**config.mk**
```make
export PLATFORM = sky130hd
export DESIGN_NAME = pvic_top
export DESIGN_NICKNAME = d
export VERILOG_FILES = /design/src/rtl/pvic_pkg.sv /design/src/rtl/pvic_cfg.sv /design/src/rtl/pvic_req.sv /design/src/rtl/pvic_prio.sv /design/src/rtl/pvic_isr.sv /design/src/rtl/pvic_top.sv
export SDC_FILE = /design/constraint.sdc
export NUM_CORES = 1
export LEC_CHECK = 0
export BUFFER_PORTS_ARGS = -buffer_cell sky130_fd_sc_hd__buf_2
export CAP_MARGIN = 20
export CELL_PAD_IN_SITES_DETAIL_PLACEMENT = 1
export CELL_PAD_IN_SITES_GLOBAL_PLACEMENT = 1
export CORE_UTILIZATION = 45
export CTS_CLUSTER_SIZE = 25
export DETAILED_ROUTE_END_ITERATION = 10
export GPL_TIMING_DRIVEN = 0
export PLACE_DENSITY_LB_ADDON = 0.12
export SYNTH_ARGS = -nofsm -noshare
export SYNTH_HDL_FRONTEND = slang
export SYNTH_SLANG_ARGS = --single-unit
```
**constraint.sdc**
```tcl
create_clock -name clk -period 5.5 [get_ports clk]
set_clock_uncertainty 0.05 [all_clocks]
set_input_delay 0.55 -clock clk [delete_from_list [all_inputs] [get_ports clk]]
set_output_delay 0.55 -clock clk [all_outputs]
set_load 0.01 [all_outputs]
```
**src/rtl/pvic_pkg.sv**
```systemverilog
package pvic_pkg;
  localparam int LINES  = 8;
  localparam int IDX_W  = $clog2(LINES);
  localparam int DW     = 8;
  localparam int BASE_W = DW - IDX_W;
  localparam int ADDR_W = 2;

  localparam logic [ADDR_W-1:0] ADDR_CMD  = 2'd0;
  localparam logic [ADDR_W-1:0] ADDR_DATA = 2'd1;
  localparam logic [ADDR_W-1:0] ADDR_TRIG = 2'd2;

  localparam logic [DW-1:0]     CMD_INIT    = 8'h11;
  localparam logic [DW-1:0]     CMD_SEL_IRR = 8'h0A;
  localparam logic [DW-1:0]     CMD_SEL_ISR = 8'h0B;
  localparam logic [BASE_W-1:0] CMD_EOI_TAG = 5'b01100;
  localparam int                MODE_AEOI_BIT = 1;
  localparam logic [IDX_W-1:0]  SPUR_IDX = IDX_W'(LINES - 1);

  typedef enum logic [1:0] {
    CFG_READY,
    CFG_WAIT_BASE,
    CFG_WAIT_CASC,
    CFG_WAIT_MODE
  } cfg_state_e;

  typedef struct packed {
    logic             hit;
    logic [IDX_W-1:0] idx;
  } pick_t;

  // lowest-numbered set bit wins
  function automatic pick_t pick_first(input logic [LINES-1:0] v);
    pick_t p;
    p = '0;
    for (int i = LINES - 1; i >= 0; i--) begin
      if (v[i]) begin
        p.hit = 1'b1;
        p.idx = IDX_W'(i);
      end
    end
    return p;
  endfunction

  // true when no in-service bit sits at or above the candidate's priority
  function automatic logic outranks(input logic [IDX_W-1:0] idx,
                                    input logic [LINES-1:0] isr);
    logic ok;
    ok = 1'b1;
    for (int i = 0; i < LINES; i++) begin
      if (isr[i] && (i <= int'(idx))) ok = 1'b0;
    end
    return ok;
  endfunction

  function automatic logic [LINES-1:0] line_bit(input logic [IDX_W-1:0] idx);
    logic [LINES-1:0] v;
    v = '0;
    v[idx] = 1'b1;
    return v;
  endfunction

  function automatic logic [DW-1:0] make_vector(input logic [BASE_W-1:0] base,
                                                input logic [IDX_W-1:0] idx);
    return {base, idx};
  endfunction
endpackage

```
**src/rtl/pvic_cfg.sv**
```systemverilog
module pvic_cfg
  import pvic_pkg::*;
(
  input  logic              clk,
  input  logic              rst_n,
  input  logic              bus_wr,
  input  logic [ADDR_W-1:0] bus_addr,
  input  logic [DW-1:0]     bus_wdata,
  output logic [LINES-1:0]  mask_q,
  output logic [BASE_W-1:0] base_q,
  output logic [DW-1:0]     casc_q,
  output logic              aeoi_q,
  output logic              rd_isr_q,
  output logic [LINES-1:0]  trig_q,
  output logic              eoi_valid,
  output logic [IDX_W-1:0]  eoi_idx,
  output logic              init_start
);
  cfg_state_e state_q;

  logic cmd_wr, data_wr, trig_wr, sel_irr, sel_isr;

  assign cmd_wr     = bus_wr && (bus_addr == ADDR_CMD);
  assign data_wr    = bus_wr && (bus_addr == ADDR_DATA);
  assign trig_wr    = bus_wr && (bus_addr == ADDR_TRIG);
  assign init_start = cmd_wr && (bus_wdata == CMD_INIT);
  assign sel_irr    = cmd_wr && (bus_wdata == CMD_SEL_IRR);
  assign sel_isr    = cmd_wr && (bus_wdata == CMD_SEL_ISR);
  assign eoi_valid  = cmd_wr && (bus_wdata[DW-1:IDX_W] == CMD_EOI_TAG);
  assign eoi_idx    = bus_wdata[IDX_W-1:0];

  always_ff @(posedge clk) begin
    if (!rst_n) begin
      state_q  <= CFG_READY;
      mask_q   <= '1;
      base_q   <= '0;
      casc_q   <= '0;
      aeoi_q   <= 1'b0;
      rd_isr_q <= 1'b0;
      trig_q   <= '0;
    end else begin
      if (trig_wr) trig_q <= bus_wdata[LINES-1:0];
      if (init_start) begin
        state_q  <= CFG_WAIT_BASE;
        rd_isr_q <= 1'b0;
      end else begin
        if (sel_irr) rd_isr_q <= 1'b0;
        if (sel_isr) rd_isr_q <= 1'b1;
        if (data_wr) begin
          case (state_q)
            CFG_WAIT_BASE: begin
              base_q  <= bus_wdata[DW-1:IDX_W];
              state_q <= CFG_WAIT_CASC;
            end
            CFG_WAIT_CASC: begin
              casc_q  <= bus_wdata;
              state_q <= CFG_WAIT_MODE;
            end
            CFG_WAIT_MODE: begin
              aeoi_q  <= bus_wdata[MODE_AEOI_BIT];
              state_q <= CFG_READY;
            end
            default: mask_q <= bus_wdata[LINES-1:0];
          endcase
        end
      end
    end
  end

  // configuration words never reach the mask
  assert_init_keeps_mask_R2: assert property (@(posedge clk) disable iff (!rst_n)
    (data_wr && state_q != CFG_READY) |=> $stable(mask_q));
endmodule

```
**src/rtl/pvic_req.sv**
```systemverilog
module pvic_req
  import pvic_pkg::*;
(
  input  logic             clk,
  input  logic             rst_n,
  input  logic [LINES-1:0] irq_in,
  input  logic [LINES-1:0] trig,
  input  logic             clr_valid,
  input  logic [IDX_W-1:0] clr_idx,
  output logic [LINES-1:0] irr
);
  logic [LINES-1:0] prev_q, edge_q, rise, clr_vec;

  assign rise    = irq_in & ~prev_q;
  assign clr_vec = clr_valid ? line_bit(clr_idx) : '0;
  assign irr     = (irq_in & trig) | edge_q;

  always_ff @(posedge clk) begin
    if (!rst_n) begin
      prev_q <= '0;
      edge_q <= '0;
    end else begin
      prev_q <= irq_in;
      edge_q <= ((edge_q & ~clr_vec) | rise) & ~trig;
    end
  end

  // an edge-line request with no rise and no clear holds its value
  assert_edge_hold_R9: assert property (@(posedge clk) disable iff (!rst_n)
    (!clr_valid && rise == '0 && trig == '0) |=> (edge_q == $past(edge_q)));
endmodule

```
**src/rtl/pvic_prio.sv**
```systemverilog
module pvic_prio
  import pvic_pkg::*;
(
  input  logic [LINES-1:0] irr,
  input  logic [LINES-1:0] mask,
  input  logic [LINES-1:0] isr,
  output logic             grant,
  output logic [IDX_W-1:0] win_idx
);
  pick_t pick;

  always_comb begin
    pick    = pick_first(irr & ~mask);
    win_idx = pick.idx;
    grant   = pick.hit && outranks(pick.idx, isr);
  end
endmodule

```
**src/rtl/pvic_isr.sv**
```systemverilog
module pvic_isr
  import pvic_pkg::*;
(
  input  logic              clk,
  input  logic              rst_n,
  input  logic              ack,
  input  logic              grant,
  input  logic [IDX_W-1:0]  win_idx,
  input  logic              aeoi,
  input  logic              eoi_valid,
  input  logic [IDX_W-1:0]  eoi_idx,
  input  logic              init_clr,
  input  logic [BASE_W-1:0] base,
  output logic [LINES-1:0]  isr_q,
  output logic [DW-1:0]     vec_q,
  output logic              take
);
  logic [LINES-1:0] set_vec, clr_vec;

  assign take    = ack && grant;
  assign set_vec = (take && !aeoi) ? line_bit(win_idx) : '0;
  assign clr_vec = eoi_valid ? line_bit(eoi_idx) : '0;

  always_ff @(posedge clk) begin
    if (!rst_n) begin
      isr_q <= '0;
      vec_q <= '0;
    end else begin
      isr_q <= init_clr ? '0 : ((isr_q & ~clr_vec) | set_vec);
      if (ack) vec_q <= make_vector(base, grant ? win_idx : SPUR_IDX);
    end
  end

  assert_ack_sets_isr_R11: assert property (@(posedge clk) disable iff (!rst_n)
    (take && !aeoi && !init_clr) |=> isr_q[$past(win_idx)]);

  assert_aeoi_no_isr_R5: assert property (@(posedge clk) disable iff (!rst_n)
    (ack && aeoi) |=> ((isr_q & ~$past(isr_q)) == '0));

  assert_eoi_clears_R6: assert property (@(posedge clk) disable iff (!rst_n)
    (eoi_valid && !take) |=> !isr_q[$past(eoi_idx)]);

  assert_spurious_vec_R12: assert property (@(posedge clk) disable iff (!rst_n)
    (ack && !grant) |=> (vec_q[IDX_W-1:0] == SPUR_IDX && (isr_q & ~$past(isr_q)) == '0));
endmodule

```
**src/rtl/pvic_top.sv**
```systemverilog
module pvic_top
  import pvic_pkg::*;
(
  input  logic              clk,
  input  logic              rst_n,
  input  logic [LINES-1:0]  irq_in,
  input  logic              bus_wr,
  input  logic [ADDR_W-1:0] bus_addr,
  input  logic [DW-1:0]     bus_wdata,
  output logic [DW-1:0]     bus_rdata,
  input  logic              ack,
  input  logic              is_slave,
  output logic              int_out,
  output logic [DW-1:0]     vec_out,
  output logic [LINES-1:0]  casc_mask,
  output logic [IDX_W-1:0]  slave_id
);
  logic [LINES-1:0]  mask_q, trig_q, irr, isr_q;
  logic [BASE_W-1:0] base_q;
  logic [DW-1:0]     casc_q;
  logic              aeoi_q, rd_isr_q, eoi_valid, init_start, grant, take;
  logic [IDX_W-1:0]  eoi_idx, win_idx;

  pvic_cfg u_cfg (
    .clk(clk), .rst_n(rst_n), .bus_wr(bus_wr), .bus_addr(bus_addr),
    .bus_wdata(bus_wdata), .mask_q(mask_q), .base_q(base_q), .casc_q(casc_q),
    .aeoi_q(aeoi_q), .rd_isr_q(rd_isr_q), .trig_q(trig_q),
    .eoi_valid(eoi_valid), .eoi_idx(eoi_idx), .init_start(init_start)
  );

  pvic_req u_req (
    .clk(clk), .rst_n(rst_n), .irq_in(irq_in), .trig(trig_q),
    .clr_valid(take), .clr_idx(win_idx), .irr(irr)
  );

  pvic_prio u_prio (
    .irr(irr), .mask(mask_q), .isr(isr_q), .grant(grant), .win_idx(win_idx)
  );

  pvic_isr u_isr (
    .clk(clk), .rst_n(rst_n), .ack(ack), .grant(grant), .win_idx(win_idx),
    .aeoi(aeoi_q), .eoi_valid(eoi_valid), .eoi_idx(eoi_idx),
    .init_clr(init_start), .base(base_q), .isr_q(isr_q), .vec_q(vec_q_w),
    .take(take)
  );

  logic [DW-1:0] vec_q_w;
  assign vec_out = vec_q_w;
  assign int_out = grant;

  assign casc_mask = is_slave ? '0 : casc_q[LINES-1:0];
  assign slave_id  = is_slave ? casc_q[IDX_W-1:0] : '0;

  always_comb begin
    case (bus_addr)
      ADDR_CMD:  bus_rdata = rd_isr_q ? isr_q : irr;
      ADDR_DATA: bus_rdata = mask_q;
      ADDR_TRIG: bus_rdata = trig_q;
      default:   bus_rdata = '0;
    endcase
  end

  // the interrupt output needs an unmasked request behind it
  assert_int_needs_unmasked_R8: assert property (@(posedge clk) disable iff (!rst_n)
    int_out |-> ((irr & ~mask_q) != '0));
endmodule

```
==> results.toml, run 1 <==
[cts]
hold_buffers = 0
ctsResizeCount = 0
clkSinkCount = 65
postCtsSetupBuffers = 0
numCtsBuffers = 9
cts_tree = "yes"
clock_path_buffers = 2
cts_root_buffer = "clkbuf_8"
insertion_delay_ps = 350
htree_levels = 3
path_clk_slew_ps = 80

[timing]
rsz0062_at_grt = "no"
relSlewSlack_pct = 32.7
worst_pin_slew_ps = 1000
hold_viol = 0
slew_violations = 0
fin_crit_sh_pct = 57.1
setup_tns_ps = 0
setup_violations = 0
max_freq_ghz = 0.319
hold_ws_ps = 400
post-route-min-period_ps = 3140

[cells_and_area]
nets = 494
drive_gt1_share_pct = 17.9
area_delta_synth_final_pct = 17.6
antennaDiodeCount = 0
final_cells = 569

[yosys]
synth-seq-cells = 65
yosys_warnings = 0
async_flop_share_pct = 0
synth_enable_flop_cells = 0
avgSynthCellArea_sq_um = 8.35
synth.distinct_cells = 55
yosys.area.top_type = "dfxtp_1"
synth_nets = 438
synthTopCellsByCount = "dfxtp_1, nand2_1, nor2b_1, clkbuf_1, a21oi_1"
yosysTopAreaCellShare_pct = 38.1
syn-cell-area_sq_um = 3420
syn_inst = 409
netlist_top_cells_area = "dfxtp_1, nand2_1, nor2b_1"
synthFlopType = "dfxtp_1"
yosysMostFrequentCell = "dfxtp_1"
synth_seq_area_share_pct = 38.1

[routing]
vias = 3294
wl_per_cell_um = 19.8
drt_iter0_markers = 232
drc = 0
routed_wl_mm = 11.3
firstDrtPassIters = 4
final_antenna_net_count = 0
vias_per_cell = 5.79

[power_and_ir_drop]
power_density_nw_per_um2 = 292
p_leak_nw = 1.61
vdd_drop_max_mv = 0.151
power.total_mw = 1.18

[critical_path]
cp.required_ps = 4900
r2r-end = "u_req.edge_q[7]$_SDFF_PN0_"
reg2reg_slack_ps = 2850
cp-end-kind = "output pin"
setup.worst_path.end = "int_out"
reg2reg_depth = 7
worstPathArrival_ps = 2540
critical_path_class = "register to output pin"
r2r-start = "u_cfg.trig_q[3]$_SDFFE_PN0P_"
start_kind = "register"
worst-path-max-fanout = 9
crit_start = "u_cfg.trig_q[3]$_SDFFE_PN0P_"

[global_routing]
grt_pass1_wl_mm = 17.1
antenna_found_initial = 0
grt_pass1_vias = 3220
grt_max_degree = 13
met1_usage_pct = 37.5
grt_overflow_total = 0
use_met2_pct = 51.1
grt-busiest-layer = "met2"
grt_use_met3_pct = 5.08
grt.total_usage_pct = 30.0

[place]
place.gp.congestion = 0.931
dp_cells = 553
io_buffer_count = 45
post-dp-hpwl_mm = 7.93

[floorplanning]
fp.dieH_um = 89.1
start_util_pct = 46.9
die-area_sq_um = 7950
boundaryPins = 51
core.rowCount = 31
design.core.area_sq_um = 7290
dieWidth_um = 89.1

[run]
maxCapViolations = 0

[hold_path]
whs_path_depth = 2
min_path_type = "primary input to register"

[run_status]
status = "finished clean"
flip-flops by register name, indices dropped and copies added (netlist names):
signal,flops
u_cfg.rd_isr_q,1
u_isr.isr_q,8
u_cfg.casc_q,8
u_req.prev_q,8
u_cfg.state_q,2
u_isr.vec_q,8
u_cfg.base_q,5
u_req.edge_q,8
u_cfg.trig_q,8
u_cfg.mask_q,8
u_cfg.aeoi_q,1
where the power goes:
| part | switching, mW | internal (mW) |
|---|---|---|
| clock | 0.205 | 0.315 |
| combinational | 0.0948 | 0.0575 |
| sequential | 0.0152 | 0.487 |
| total | 0.315 | 0.860 |
critical path, stage by stage (launching register included):
cell	delay [ps]
dfxtp_1	370
a21oi_1	340
o22ai_2	250
o41ai_2	510
o2bb2ai_2	150
nor3_1	360
buf_2	210
per-layer routing:
layer	vias up	part of all wire [%]
met2	104	48
met4	0	3.2
met5	-	0
li1	1569	-
met3	28	5.9
met1	1593	42
area by class of cell:
cell class                      instances  area (sq um)
Inverter                                7          26.3
Buffer                                 23          90.1
Multi-Input combinational cell        314          2000
Timing Repair Buffer                   45           225
Clock inverter                          6           115
Fill cell                             927          3270
Tap cell                               99           124
Sequential cell                        65          1300
Clock buffer                           10           138
through the flow:
step / instance area [sq um] / setup slack [ps] / util, %
4_1_cts: 4020 / 2330 / 55.1
2_1_floorplan: 3420 / 2980 / -
3_5_place_dp: 3770 / 2380 / 51.6
5_1_grt: 4020 / 2150 / 55.1
6_report: 4020 / 2360 / 55.1
3_3_place_gp: 3770 / 2440 / 51.6
layout by cell type, fill, tap and decap left out, types with 5 or more instances in the layout:
| cell | Yosys | layout |
|---|---|---|
| nor2_1 | 18 | 18 |
| nor2b_1 | 32 | 32 |
| mux2i_1 | 15 | 15 |
| nand2_1 | 61 | 61 |
| o21ai_0 | 12 | 12 |
| inv_1 | 7 | 7 |
| ha_1 | 6 | 6 |
| o22ai_2 | 5 | 5 |
| nand2b_1 | 16 | 16 |
| o22ai_1 | 9 | 9 |
| a31oi_1 | 5 | 5 |
| a221oi_1 | 9 | 9 |
| dfxtp_1 | 65 | 65 |
| buf_2 | 0 | 45 |
| and2_1 | 13 | 13 |
| clkbuf_1 | 22 | 22 |
| a21boi_0 | 15 | 15 |
| nand3_1 | 15 | 15 |
| clkbuf_8 | 0 | 10 |
| a21oi_1 | 20 | 20 |
| nor3_1 | 5 | 5 |
cells by family (layout without fill, tap and decap cells):
| kind of cell | after synthesis | in the layout | synth area share (%) |
|---|---|---|---|
| multiplexers | 15 | 15 | 4.39 |
| flip-flops | 65 | 65 | 38.1 |
| buffers and inverters | 30 | 91 | 3.41 |
| AO/OA/AOI/OAI | 108 | 108 | 23.5 |
| adder cells (fa/ha/maj) | 6 | 6 | 2.20 |
| AND/OR/NAND/NOR | 185 | 185 | 28.4 |
worst min-delay path by stage:
stage | startpoint | to
floorplan | u_cfg.casc_q[3]$_SDFFE_PN0P_ | u_cfg.casc_q[3]$_SDFFE_PN0P_
global placement | u_cfg.casc_q[4]$_SDFFE_PN0P_ | u_cfg.casc_q[4]$_SDFFE_PN0P_
detailed placement | u_cfg.casc_q[5]$_SDFFE_PN0P_ | u_cfg.casc_q[5]$_SDFFE_PN0P_
CTS | irq_in[0] | u_req.prev_q[0]$_SDFF_PN0_
global route | irq_in[5] | u_req.prev_q[5]$_SDFF_PN0_
finish | irq_in[2] | u_req.prev_q[2]$_SDFF_PN0_
No activity file was read; power rests on OpenSTA's default activity.
==> run 2, diff against run 1 <==
Settings changed: CORE_UTILIZATION 45 to 38.
Clock period 5.5 ns to 2.7 ns, I/O delays scaled along.
==> results.toml, run 2 (synthesized netlist as in run 1, its figures left out) <==
[critical_path]
critPathMaxStageDelay_ps = 640
cp.buffers_inverters = 2
reg2reg_depth = 6
r2r-start = "u_cfg.mask_q[3]$_SDFFE_PN1P_"
start_kind = "register"
r2r-end = "u_req.edge_q[6]$_SDFF_PN0_"
reg2reg_slack_ps = 320
slowest_stage = "dfxtp_1"
worstPathArrival_ps = 2260
path_cells = "nor2b_1 -> clkbuf_1 -> a221oi_1 -> o22ai_1 -> buf_2"
worst-path-max-fanout = 10
crit_family = "buffers and inverters"
cp.required_ps = 2380
critical_path_class = "register to output pin"
cp-end-kind = "output pin"

[power_and_ir_drop]
p_leak_nw = 1.60
vdd_drop_max_mv = 0.293
power_density_nw_per_um2 = 558

[routing]
drt_iter0_markers = 191
final_antenna_net_count = 0
firstDrtPassIters = 4
routed_wl_mm = 11.3
vias = 3301
wl_per_cell_um = 19.5
drc = 0
vias_per_cell = 5.71

[floorplanning]
design.core.area_sq_um = 8720
dieWidth_um = 96.8
core.rowCount = 34
start_util_pct = 39.2
fp.dieH_um = 96.8
boundaryPins = 51
die-area_sq_um = 9380

[cts]
clkSinkCount = 65
htree_levels = 3
numCtsBuffers = 9
clock_path_buffers = 2
cts_root_buffer = "clkbuf_8"
insertion_delay_ps = 350
cts_tree = "yes"
path_clk_slew_ps = 80

[hold_path]
hold-path-endpoint = "u_req.prev_q[1]$_SDFF_PN0_"
min_path_type = "primary input to register"
min_from = "irq_in[1]"
whs_path_depth = 2

[global_routing]
grt_pass1_wl_mm = 18.3
grt_max_degree = 12
grt_overflow_total = 0
grt.total_usage_pct = 25.0
antenna_found_initial = 0
grt_pass1_vias = 3366

[timing]
setup_violations = 0
worst_pin_slew_ps = 1040
max_freq_ghz = 0.387
fin_crit_sh_pct = 95.7
hold_viol = 0
rsz0062_at_grt = "no"
setup_tns_ps = 0
relSlewSlack_pct = 30.0
fin_ws_ps = 116
slew_violations = 0
post-route-min-period_ps = 2580

[place]
post-dp-hpwl_mm = 8.06
io_buffer_count = 45
place.gp.congestion = 0.855
pre_cts_ws_ps = -5.21

[cells_and_area]
antennaDiodeCount = 0
area_delta_synth_final_pct = 18.1
layout_common_cells = "dfxtp_1, nand2_1, buf_2, nor2b_1, clkbuf_1"
post-route-util_pct = 46.3
nets = 494
drive_gt1_share_pct = 18.9
final_common_cell = "dfxtp_1"

[run_status]
status = "finished clean"

[run]
maxCapViolations = 0
run 2: power breakdown:
part           total [mW]  switching [mW]  internal, mW
Sequential           1.02          0.0323         0.992
Combinational       0.320           0.196         0.123
Clock               0.907           0.407         0.501
Total                2.25           0.635          1.62
run 2: how the worst max path moves through the flow:
stage                                 start                    endpoint  slack (ps)  depth (start not counted)
2_1_floorplan  u_cfg.trig_q[4]$_SDFFE_PN0P_   u_isr.isr_q[7]$_SDFF_PP0_         640                          6
4_1_cts        u_cfg.trig_q[5]$_SDFFE_PN0P_                     int_out           8                          6
6_report        u_cfg.rd_isr_q$_SDFFE_PP0P_                bus_rdata[7]         120                          5
5_1_grt        u_cfg.trig_q[0]$_SDFFE_PN0P_                     int_out          40                          6
3_5_place_dp                      irq_in[3]  u_req.edge_q[4]$_SDFF_PN0_          -5                          8
3_3_place_gp                    bus_addr[0]   u_isr.isr_q[0]$_SDFF_PP0_          40                          7
run 2: worst reg2reg max path, cell delays in order, from the launching register on:
cell and delay [ps]:
dfxtp_1 490, inv_1 160, a211oi_1 240, a211oi_1 110
o21ai_1 830, and3_1 280, a221oi_1 70
run 2: per-layer routing:
metal | vias up | track usage (%) | part of all wire (%)
li1 | 1565 | - | -
met2 | 82 | 41.8 | 48
met3 | 20 | 4.26 | 4.5
met5 | - | 0 | 0
met4 | 0 | 9.30 | 2.5
met1 | 1634 | 32.1 | 45
run 2: stage by stage:
stage	cell area [sq um]	hold WS [ps]	instances	total power [mW]
global route	4040	130	578	2.34
floorplan	3420	342	409	1.23
detailed placement	3780	410	562	1.35
CTS	4010	107	577	2.25
finish	4040	120	578	2.25
global placement	3780	403	562	1.34
run 2: final cells by class:
type | count | area, sq um
multi-input combinational | 314 | 2040
fill | 1101 | 4680
sequential | 65 | 1300
buffer | 22 | 86.3
timing repair buffer | 46 | 233
clock inverter | 4 | 50.0
tap | 108 | 135
inverter | 7 | 26.3
clock buffer | 12 | 165
run 2: timing repair:
item                       CTS  global route
pin swaps                    0             1
buffers inserted             0             1
gates resized for setup      2             4
setup endpoints to repair    2             1
hold buffers                 0             0
hold endpoints to repair     0             0
==> run 3, diff against run 2 <==
Settings changed: CORE_UTILIZATION 38 to 39, SYNTH_HIERARCHICAL set to 1.
==> results.toml, run 3 <==
[power_and_ir_drop]
p_leak_nw = 1.79
power_density_nw_per_um2 = 547
vdd_drop_max_mv = 0.260
power.total_mw = 2.18

[cells_and_area]
multi_input_area_sq_um = 1940
nets = 459
layout_common_cells = "dfxtp_1, buf_2, nand2_1, nor2_1, nor2b_1"
fillers = 998
drive_gt1_share_pct = 23.6
final_common_cell = "dfxtp_1"
area_delta_synth_final_pct = 17.6
post-route-util_pct = 47.9
antennaDiodeCount = 0
seqCellArea_sq_um = 1310
stdcell_area_sq_um = 4000

[yosys]
synthTopCellsByCount = "dfxtp_1, nand2_1, nor2_1, nor2b_1, mux2i_1"
netlist_top_cells_area = "dfxtp_1, mux2i_1, nand2_1"
avgSynthCellArea_sq_um = 9.18
yosysTopAreaCellShare_pct = 38.3
synth_nets = 398
synth-seq-cells = 65
syn_inst = 370
synth_enable_flop_cells = 0
yosys.area.top_type = "dfxtp_1"
synth_seq_area_share_pct = 38.3
syn-cell-area_sq_um = 3400
synthFlopType = "dfxtp_1"
yosysMostFrequentCell = "dfxtp_1"
synth.distinct_cells = 56
yosys_warnings = 6
async_flop_share_pct = 0

[cts]
clkSinkCount = 65
clock_path_buffers = 2
insertion_delay_ps = 350
htree_levels = 3
cts_root_buffer = "clkbuf_8"
numCtsBuffers = 9
cts_tree = "yes"
path_clk_slew_ps = 80
hold_buffers = 0

[floorplanning]
core.rowCount = 33
fp.dieH_um = 95.3
boundaryPins = 51
dieWidth_um = 95.3
design.core.area_sq_um = 8340
die-area_sq_um = 9090
start_util_pct = 40.7

[critical_path]
worstPathArrival_ps = 2340
cp-end-kind = "output pin"
critPathMaxStageDelay_ps = 420
critical_path_class = "register to output pin"
path_cells = "a21o_1 -> nor2b_1 -> a2111o_1 -> a311oi_2 -> o211ai_1 -> a211oi_2 -> buf_2"
cp.required_ps = 2380
crit_family = "compound AO/OA/AOI/OAI gates"
slowest_stage = "a2111o_1"
start_kind = "register"
worst-path-max-fanout = 5
cp.buffers_inverters = 1

[place]
place.gp.congestion = 0.877
io_buffer_count = 48
post-dp-hpwl_mm = 7.13
dpl_cell_area_sq_um = 3770

[timing]
post-route-min-period_ps = 2660
relSlewSlack_pct = 55.3
worst_pin_slew_ps = 669
hold_viol = 0
hold_ws_ps = 98.2
slew_violations = 0
setup_violations = 0
max_freq_ghz = 0.377
fin_crit_sh_pct = 98.3
rsz0062_at_grt = "yes"

[routing]
drt_iter0_markers = 61
final_antenna_net_count = 0
vias_per_cell = 5.50
wl_per_cell_um = 18.0
vias = 2976
firstDrtPassIters = 4
drc = 0
routed_wl_mm = 9.73

[global_routing]
antenna_found_initial = 0
grt_pass1_wl_mm = 15.3
grt-busiest-layer = "met2"
grt_use_met3_pct = 3.59
grt_pass1_vias = 2977
met1_usage_pct = 29.5
use_met2_pct = 37.7
grt_overflow_total = 0
grt_max_degree = 18
grt.total_usage_pct = 22.6

[run_status]
status = "finished clean"

[hold_path]
min_path_type = "primary input to register"

[run]
maxCapViolations = 0
## run 3: changes by cell type in the layout (fill, tap and decap cells not counted), moves of 9 or more
cell | previous run | this run
a21boi_0 | 15 | 0
a221oi_1 | 9 | 0
clkbuf_1 | 21 | 9
nand2_1 | 61 | 41
nand2b_1 | 16 | 7
nor2b_1 | 32 | 20
## run 3: cells by family after synthesis
kind of cell	after synthesis	synth area share, %
AOI/OAI and AO/OA	76	15.9
adders and majority gates	5	1.84
buffers and inverters	33	4.94
DFF	65	38.3
muxes	27	9.13
and+or+nand+nor	164	29.8
## run 3: worst register-to-register path, stage by stage, from the launching register on
cell and delay (ps):
dfxtp_2 360, a21o_1 200, nor2b_1 170, a2111o_1 420, a311oi_2 250, o211ai_1 120
a211oi_2 290, and2_4 260, nand4b_1 140, a41o_1 270
## run 3: metrics by stage
stage / TNS (ps) / instances / setup WS [ps]
2_1_floorplan: 0 / 370 / 151
3_3_place_gp: -1170 / 523 / -209
3_5_place_dp: -1430 / 523 / -227
4_1_cts: 0 / 540 / 7.05
5_1_grt: -46.4 / 541 / -45.0
6_report: 0 / 541 / 44.7
## run 3: path summary, 6_finish.rpt
path	start	to	slack, ps	depth (start not counted)
hold / removal	irq_in[6]	u_req/prev_q[6]$_SDFF_PN0_	100	2
setup reg to reg	u_cfg/trig_q[4]$_SDFFE_PN0P_	u_req/edge_q[5]$_SDFF_PN0_	90	9
setup / recovery	u_cfg/trig_q[4]$_SDFFE_PN0P_	int_out	40	7
hold reg to reg	u_cfg/casc_q[3]$_SDFFE_PN0P_	u_cfg/casc_q[3]$_SDFFE_PN0P_	410	2
## run 3: metal layers
layer  up-vias  part of all wire (%)
li1       1457                     -
met5         -                     0
met3        11                   3.4
met4         0                   1.4
met2        67                    48
met1      1441                    48
## run 3: layout make-up
type	count	area share [%]
sequential	65	32.7
inverter	13	1.22
clock buffer	9	3.10
clock inverter	7	1.78
buffer	20	2.97
tap	105	3.29
timing repair buffer	50	6.39
multi-input combinational	272	48.6
## run 3: power by group
part	internal [mW]	switching, mW	leakage, nW	total (mW)
logic	0.148	0.177	1.17	0.325
registers	0.996	0.0266	0.533	1.02
clock network	0.424	0.414	0.0912	0.838
## run 3: repair_timing
action                                  in CTS  in global routing
gates resized for setup                      4                  5
endpoints found under the setup margin       9                 11
pin swaps                                    1                  1
setup buffers                                1                  1
